===== src/rtl/fpa_pkg.sv =====
package fpa_pkg;
  typedef enum logic [1:0] {
    OP_MPY = 2'd0,
    OP_MAC = 2'd1,
    OP_MSU = 2'd2,
    OP_RND = 2'd3
  } fpa_op_e;

  typedef enum logic [1:0] {
    SH_NONE = 2'd0,
    SH_R1   = 2'd1,
    SH_L1   = 2'd2,
    SH_L2   = 2'd3
  } fpa_shift_e;
endpackage


===== src/rtl/fpa_shifter.sv =====
module fpa_shifter
  import fpa_pkg::*;
#(
  parameter int PROD_W = 32,
  parameter int ACC_W  = 36
) (
  input  logic [PROD_W-1:0] prod_i,
  input  logic [1:0]        mode_i,
  output logic [ACC_W-1:0]  sh_o
);
  localparam int EXT_W = ACC_W - PROD_W;

  logic [ACC_W-1:0] ext;
  assign ext = {{EXT_W{prod_i[PROD_W-1]}}, prod_i};

  always_comb begin
    case (fpa_shift_e'(mode_i))
      SH_NONE: sh_o = ext;
      SH_R1:   sh_o = {ext[ACC_W-1], ext[ACC_W-1:1]};
      SH_L1:   sh_o = {ext[ACC_W-2:0], 1'b0};
      SH_L2:   sh_o = {ext[ACC_W-3:0], 2'b00};
      default: sh_o = ext;
    endcase
  end
endmodule


===== src/rtl/fpa_acc_unit.sv =====
module fpa_acc_unit
  import fpa_pkg::*;
#(
  parameter int ACC_W   = 36,
  parameter int RND_POS = 15
) (
  input  logic [ACC_W-1:0] acc_i,
  input  logic [ACC_W-1:0] sh_i,
  input  fpa_op_e          op_i,
  output logic [ACC_W-1:0] acc_o,
  output logic             ovf_o
);
  localparam logic [ACC_W-1:0] RND_K = ACC_W'(1) << RND_POS;

  logic [ACC_W-1:0] base, addend, sum;
  logic             cin;

  always_comb begin
    cin    = (op_i == OP_MSU);
    addend = cin ? ~sh_i : sh_i;
    base   = (op_i == OP_RND) ? RND_K : acc_i;
    sum    = base + addend + {{(ACC_W-1){1'b0}}, cin};
    case (op_i)
      OP_MAC, OP_MSU: begin
        acc_o = sum;
        ovf_o = (base[ACC_W-1] == addend[ACC_W-1]) && (sum[ACC_W-1] != base[ACC_W-1]);
      end
      OP_RND: begin
        acc_o = sum;
        ovf_o = 1'b0;
      end
      default: begin
        acc_o = acc_i;
        ovf_o = 1'b0;
      end
    endcase
  end
endmodule


===== src/rtl/fpa_prod_align.sv =====
module fpa_prod_align
  import fpa_pkg::*;
#(
  parameter int OP_W  = 16,
  parameter int ACC_W = 36
) (
  input  logic                clk,
  input  logic                rst_n,
  input  logic                op_valid,
  output logic                op_ready,
  input  logic [1:0]          op_sel,
  input  logic [1:0]          shift_mode,
  input  logic [OP_W-1:0]     op_a,
  input  logic [OP_W-1:0]     op_b,
  input  logic [ACC_W-1:0]    acc_in,
  output logic                res_valid,
  input  logic                res_ready,
  output logic [ACC_W-1:0]    res_acc,
  output logic                res_ovf,
  output logic [2*OP_W-1:0]   prod_out
);
  localparam int PROD_W = 2 * OP_W;

  fpa_op_e                  opc;
  logic                     fire;
  logic signed [PROD_W-1:0] mult;
  logic [PROD_W-1:0]        prod_q;
  logic [ACC_W-1:0]         shifted, acc_next;
  logic                     ovf_next;

  assign opc      = fpa_op_e'(op_sel);
  assign op_ready = !res_valid || res_ready;
  assign fire     = op_valid && op_ready;
  assign mult     = $signed(op_a) * $signed(op_b);
  assign prod_out = prod_q;

  fpa_shifter #(.PROD_W(PROD_W), .ACC_W(ACC_W)) u_shift (
    .prod_i (prod_q),
    .mode_i (shift_mode),
    .sh_o   (shifted)
  );

  fpa_acc_unit #(.ACC_W(ACC_W), .RND_POS(OP_W-1)) u_acc (
    .acc_i (acc_in),
    .sh_i  (shifted),
    .op_i  (opc),
    .acc_o (acc_next),
    .ovf_o (ovf_next)
  );

  always_ff @(posedge clk) begin
    if (!rst_n) begin
      prod_q    <= '0;
      res_valid <= 1'b0;
      res_acc   <= '0;
      res_ovf   <= 1'b0;
    end else begin
      if (fire && opc != OP_RND) prod_q <= mult;
      if (fire) begin
        res_valid <= 1'b1;
        res_acc   <= acc_next;
        res_ovf   <= ovf_next;
      end else if (res_ready) begin
        res_valid <= 1'b0;
      end
    end
  end

  // R9 handshake and hold rules
  a_r9_empty_ready: assert property (@(posedge clk) disable iff (!rst_n)
    !res_valid |-> op_ready);
  a_r9_stall_hold: assert property (@(posedge clk) disable iff (!rst_n)
    (res_valid && !res_ready) |=> (res_valid && $stable(res_acc) && $stable(res_ovf)));
  a_r9_idle_prod: assert property (@(posedge clk) disable iff (!rst_n)
    !fire |=> $stable(prod_out));
  // R5 round keeps the product register
  a_r5_rnd_keep: assert property (@(posedge clk) disable iff (!rst_n)
    (fire && opc == OP_RND) |=> $stable(prod_out));
  // R2 multiply passes the accumulator through
  a_r2_mpy_pass: assert property (@(posedge clk) disable iff (!rst_n)
    (fire && opc == OP_MPY) |=> (res_acc == $past(acc_in)));
  // R8 flag only from accumulate or subtract
  a_r8_no_overflow: assert property (@(posedge clk) disable iff (!rst_n)
    (fire && (opc == OP_MPY || opc == OP_RND)) |=> !res_ovf);
endmodule


===== config.mk =====
export PLATFORM = sky130hd
export DESIGN_NAME = fpa_prod_align
export DESIGN_NICKNAME = d
export VERILOG_FILES = /design/src/rtl/fpa_pkg.sv /design/src/rtl/fpa_shifter.sv /design/src/rtl/fpa_acc_unit.sv /design/src/rtl/fpa_prod_align.sv
export SDC_FILE = /design/constraint.sdc
export NUM_CORES = 1
export LEC_CHECK = 0
export BUFFER_PORTS_ARGS = -buffer_cell sky130_fd_sc_hd__buf_2
export CAP_MARGIN = 10
export CORE_MARGIN = 4
export CORE_UTILIZATION = 29
export DETAILED_ROUTE_END_ITERATION = 10
export PLACE_DENSITY = 0.48
export SYNTH_ARGS = -nofsm -noshare
export SYNTH_HDL_FRONTEND = slang
export SYNTH_SLANG_ARGS = --single-unit

===== constraint.sdc =====
create_clock -name clk -period 8.7 [get_ports clk]
set_input_delay 0.435 -clock clk [delete_from_list [all_inputs] [get_ports clk]]
set_output_delay 0.435 -clock clk [all_outputs]
set_load 0.03 [all_outputs]

## Word level (Yosys, flattened, before mapping)

Cells that the tools add are included.

| cells by class | value |
|---|---|
| add/sub/neg operators | 2 |
| multipliers | 1 |
| equal/unequal tests | 9 |
| muxes and demuxes | 7 |
| bitwise gates (word level) | 1 |
| reduce and logical (&&, ||, !) cells | 9 |

Operator list:

| cell | number |
|---|---|
| $pmux W36 S4 | 1 |
| $mux W36 | 3 |
| $add A36 B1 Y36 | 1 |
| $add A36 B36 Y36 | 1 |
| $not A36 Y36 | 1 |
| $mul A16 B16 Y32 | 1 |
| $eq A2 B2 Y1 const B | 4 |
| $eq A2 B1 Y1 const B | 2 |
| $logic_and A1 B1 Y1 | 3 |
| $mux W1 | 3 |
| $reduce_or A3 Y1 | 1 |
| $logic_not A2 Y1 | 1 |
| $ne A2 B2 Y1 const B | 1 |
| $reduce_bool A2 Y1 | 1 |
| $reduce_or A2 Y1 | 1 |
| $eq A1 B1 Y1 | 1 |
| $logic_not A1 Y1 | 1 |
| $logic_or A1 B1 Y1 | 1 |
| $ne A1 B1 Y1 | 1 |

| word-level totals | value |
|---|---|
| bits in registers | 70 |
| bits of input ports | 76 |
| output and inout port bits | 71 |
| logic and storage cells | 33 |

## Depth between registers and ports, before layout

| depth | value |
|---|---|
| depth in word-level cells | 9 |
| gate-level depth with buffers | 25 |
| depth with buffers taken out | 24 |

## Modules after synthesis

Synthesis repeated with hierarchy kept, for this count alone.

| second synthesis, totals | value |
|---|---|
| cells, all modules | 1,885 |
| area, all modules | 16,055.4 um2 |

Modules (own cells, without submodules):

| module | instances | cells each | area an instance (um2) |
|---|---|---|---|
| fpa_prod_align | 1 | 1,383 | 12,256.8 |
| fpa_acc_unit | 1 | 452 | 2,942.8 |
| fpa_shifter | 1 | 50 | 855.8 |

## Least setup slack after synthesis

Ideal clock, no wire load.

| timing | value |
|---|---|
| kind | input to register |
| start | input op_b[7] |
| end | register prod_q[31], in the netlist prod_out[31] |
| setup time | 0.122 ns |
| data arrival time | 6.061 ns |
| required time | 8.578 ns |
| slack | 2.518 ns |
| cell stages on the path | 22 |
| buffers on the path | 1 |
| cell sequence | clkbuf_1 -> nand2_1 -> fa_1 -> inv_1 -> fa_1 -> inv_1 -> fa_1 -> inv_1 -> fa_1 -> fa_1 -> inv_1 -> fa_1 -> inv_1 -> ha_1 -> a21o_1 -> a21o_1 -> a221o_1 -> a21oi_1 -> nand3b_1 -> a21oi_1 -> a221o_1 -> o311a_1 |

| on the way | value |
|---|---|
| cells in the longest elaborated chain, start to end | 1 |

RTL lines:

| item | line | RTL |
|---|---|---|
| start: declaration | fpa_prod_align.sv:14 | `input logic [OP_W-1:0] op_b,` |
| $mul A16 B16 Y32 | fpa_prod_align.sv:34 | `assign mult = $signed(op_a) * $signed(op_b);` |
| end signal: assignment | fpa_prod_align.sv:58 | `if (fire && opc != OP_RND) prod_q <= mult;` |
| end: declaration | fpa_prod_align.sv:27 | `logic [PROD_W-1:0] prod_q;` |

No other way between the ends.
A chain may end at the register's enable or synchronous reset.

## Final worst setup path

| timing | value |
|---|---|
| start | input op_a[7] |
| end | register prod_q[31], in the netlist prod_out[31] |

| on the way | value |
|---|---|
| cells in the longest elaborated chain, start to end | 1 |

RTL lines:

| item | line | RTL |
|---|---|---|
| start: declaration | fpa_prod_align.sv:13 | `input logic [OP_W-1:0] op_a,` |
| $mul A16 B16 Y32 | fpa_prod_align.sv:34 |  |

No other way between the ends.

==> out/qor.yml <==
drt:
  vias: 12300
  routed_wl_um: 44800
  wire_per_inst_um: 17.3
  viasPerCell: 4.74
  firstDrtPassIters: 5
  drc: 0
  ant_nets: 0
  drtIter0Drc: 647
synth:
  synth.distinct_cells: 66
  avgSynthCellArea_um2: 8.72
  synth_nets: 2263
  synth_edf_count: 0
  synthFlopType: "dfxtp_1"
  ys_warn_count: 0
  syn_area_mm2: 0.0157
  synth_seq_cells: 70
  ys_seq_area_share_pct: 8.90
  syn_inst: 1805
  ys_async_sr_fraction_pct: 0
setup_path:
  reg2reg_from: "prod_out[0]$_SDFFE_PN0P_"
  worstPathArrival_ns: 6.51
  end_kind: "flop"
  endpoint: "prod_out[31]$_SDFFE_PN0P_"
  crit_fanout: 16
  ff2ff_setup_slack_ns: 4.17
  cp-startpoint: "op_a[7]"
  path_class: "input port to flop"
  cp_data_required_time_ns: 8.94
  r2r_cells: 13
  reg2reg_to: "res_acc[24]$_SDFFE_PN0P_"
  start_kind: "input port"
timing:
  worst_slack_ns: 2.43
  relSlewSlack_pct: 28.7
  period_share_pct: 72.1
  maxSlewViolCount: 0
  finClkSkew_ns: 0.00716
  timing.hold.ws_ns: 0.338
  finalSetupViolCount: 0
  period_needed_ns: 6.27
  hold_viol: 0
  rsz0062_at_grt: "no"
  max_freq_mhz: 159
  fin_setup_tns_ns: 0
  worst_slew_pin_slew_ns: 1.07
floorplan:
  dieArea_mm2: 0.0581
  coreArea_mm2: 0.0538
  io_pins: 147
  die_y_um: 241
  chipWidth_um: 241
  initial_core_util_pct: 29.3
  rows: 85
placed_design:
  io_buffers: 146
  gp_congestion: 0.893
  place_hpwl_um: 37100
  dpl_worst_slack_ns: 2.06
global_route:
  overflow: 0
  grt_pass1_vias: 12700
  track_usage_pct: 15.4
  antenna_found_initial: 0
  grt_pass1_wl_um: 71800
  grt_max_degree: 58
finish:
  most-common-layout-cells: "319 x inv_1, 263 x fa_1, 218 x nand2_1"
  fin_util_pct: 32.4
  layout_commonest_cell: "inv_1"
  diodes: 0
  synthToLayoutAreaGrowth_pct: 10.6
  layout.nets: 2347
  drive_gt1_share_pct: 11.2
clock_tree:
  cts_resized: 0
  clock_latency_ns: 0.35
  cts_buffers: 9
  cts_setup_buffers: 0
  numClockSinks: 70
  hold_buffers: 0
  root_buffer: "clkbuf_16"
  clock_path_buffers: 2
  cts_tree: "built"
  htree_levels: 3
  clkTransAtPathRegs_ns: 0.06
min_path:
  hold_class: "input port to flop"
  holdCritStartpoint: "op_valid"
run:
  cap_violations: 0
status:
  outcome: "finished, final reports clean"
[sequential cells by signal (all words and copies together) (netlist names)]
signal	count
res_acc	36
res_valid	1
prod_out	32
res_ovf	1
[how the worst min path moves through the flow]
stage                               to  slack (ns)  cells after the start
6_report        res_valid$_SDFFE_PN0P_        0.34                      3
3_5_place_dp   res_acc[2]$_SDFFE_PN0P_        0.44                      2
3_3_place_gp   res_acc[2]$_SDFFE_PN0P_        0.44                      2
2_1_floorplan   res_valid$_SDFFE_PN0P_        0.56                      2
5_1_grt         res_valid$_SDFFE_PN0P_        0.35                      3
4_1_cts         res_valid$_SDFFE_PN0P_        0.33                      3
[cells by family after synthesis]
group | after synthesis | synth area share [%]
AOI/OAI and AO/OA | 295 | 12.0
xor gates and xnor gates | 92 | 5.12
adders and majority gates | 382 | 42.9
buffers and inverters | 399 | 9.58
DFF | 70 | 8.90
muxes | 45 | 5.18
and+or+nand+nor | 522 | 16.3
[cell usage after synthesis (6+ instances only)]
master,count,area share [%]
mux2i_1,14,0.89
o31ai_1,6,0.29
nand2b_1,15,0.60
nand2_1,218,5.2
dfxtp_1,70,8.9
buf_1,9,0.21
o21ai_0,53,1.7
a31oi_1,6,0.24
and2_1,123,4.9
nand3_1,20,0.64
nand3b_1,8,0.38
or3_1,9,0.36
nor2b_1,35,1.4
o21a_1,10,0.48
xnor2_1,42,2.3
a21oi_1,104,3.3
nor3_1,13,0.41
mux4_2,29,4.1
o21bai_1,10,0.48
a211oi_1,9,0.43
o211ai_1,18,0.86
fa_1,263,33
ha_1,119,9.5
xor2_1,50,2.8
nor2_1,60,1.4
clkbuf_1,67,1.6
inv_1,319,7.6
a21o_1,36,1.7
[layer usage]
| layer | GRT usage, % | part of all wire [%] | wire, um |
|---|---|---|---|
| met5 | 0 | 0 | 0 |
| met2 | 22.9 | 42 | 18700 |
| met1 | 23.7 | 51 | 22700 |
| met3 | 3.14 | 6.8 | 3040 |
| met4 | 2.21 | 0.88 | 393 |
[worst max-delay path: stages]
cell and delay [ns]:
buf_2 0.27, nand2_1 0.13, fa_1 0.55, inv_1 0.06
fa_1 0.52, inv_1 0.06, fa_1 0.53, inv_1 0.05
fa_1 0.44, fa_1 0.50, inv_1 0.06, fa_1 0.47
inv_1 0.05, ha_1 0.35, a21o_1 0.19, a21o_1 0.17
a221o_1 0.33, a21oi_1 0.34, nand3b_1 0.19, a21oi_1 0.12
a221o_1 0.35, o311a_1 0.33
[cell type report]
cell class	instances	area [um2]
Inverter	320	1200
Tap cell	696	871
Sequential cell	70	1400
Fill cell	5733	36400
Clock buffer	12	256
Multi-Input combinational cell	1336	12800
Clock inverter	3	67.6
Timing Repair Buffer	152	776
[metrics by stage]
| stage | std cells | area (um2) |
|---|---|---|
| final | 2589 | 17400 |
| after global placement | 2574 | 17100 |
| after detailed placement | 2574 | 17100 |
| after floorplan | 1805 | 15700 |
| after CTS | 2589 | 17400 |
| after global routing | 2589 | 17400 |
Power is left out: the tool's default activity adds up to more than one toggle a clock period on the data nets, which glitch-free logic cannot reach.
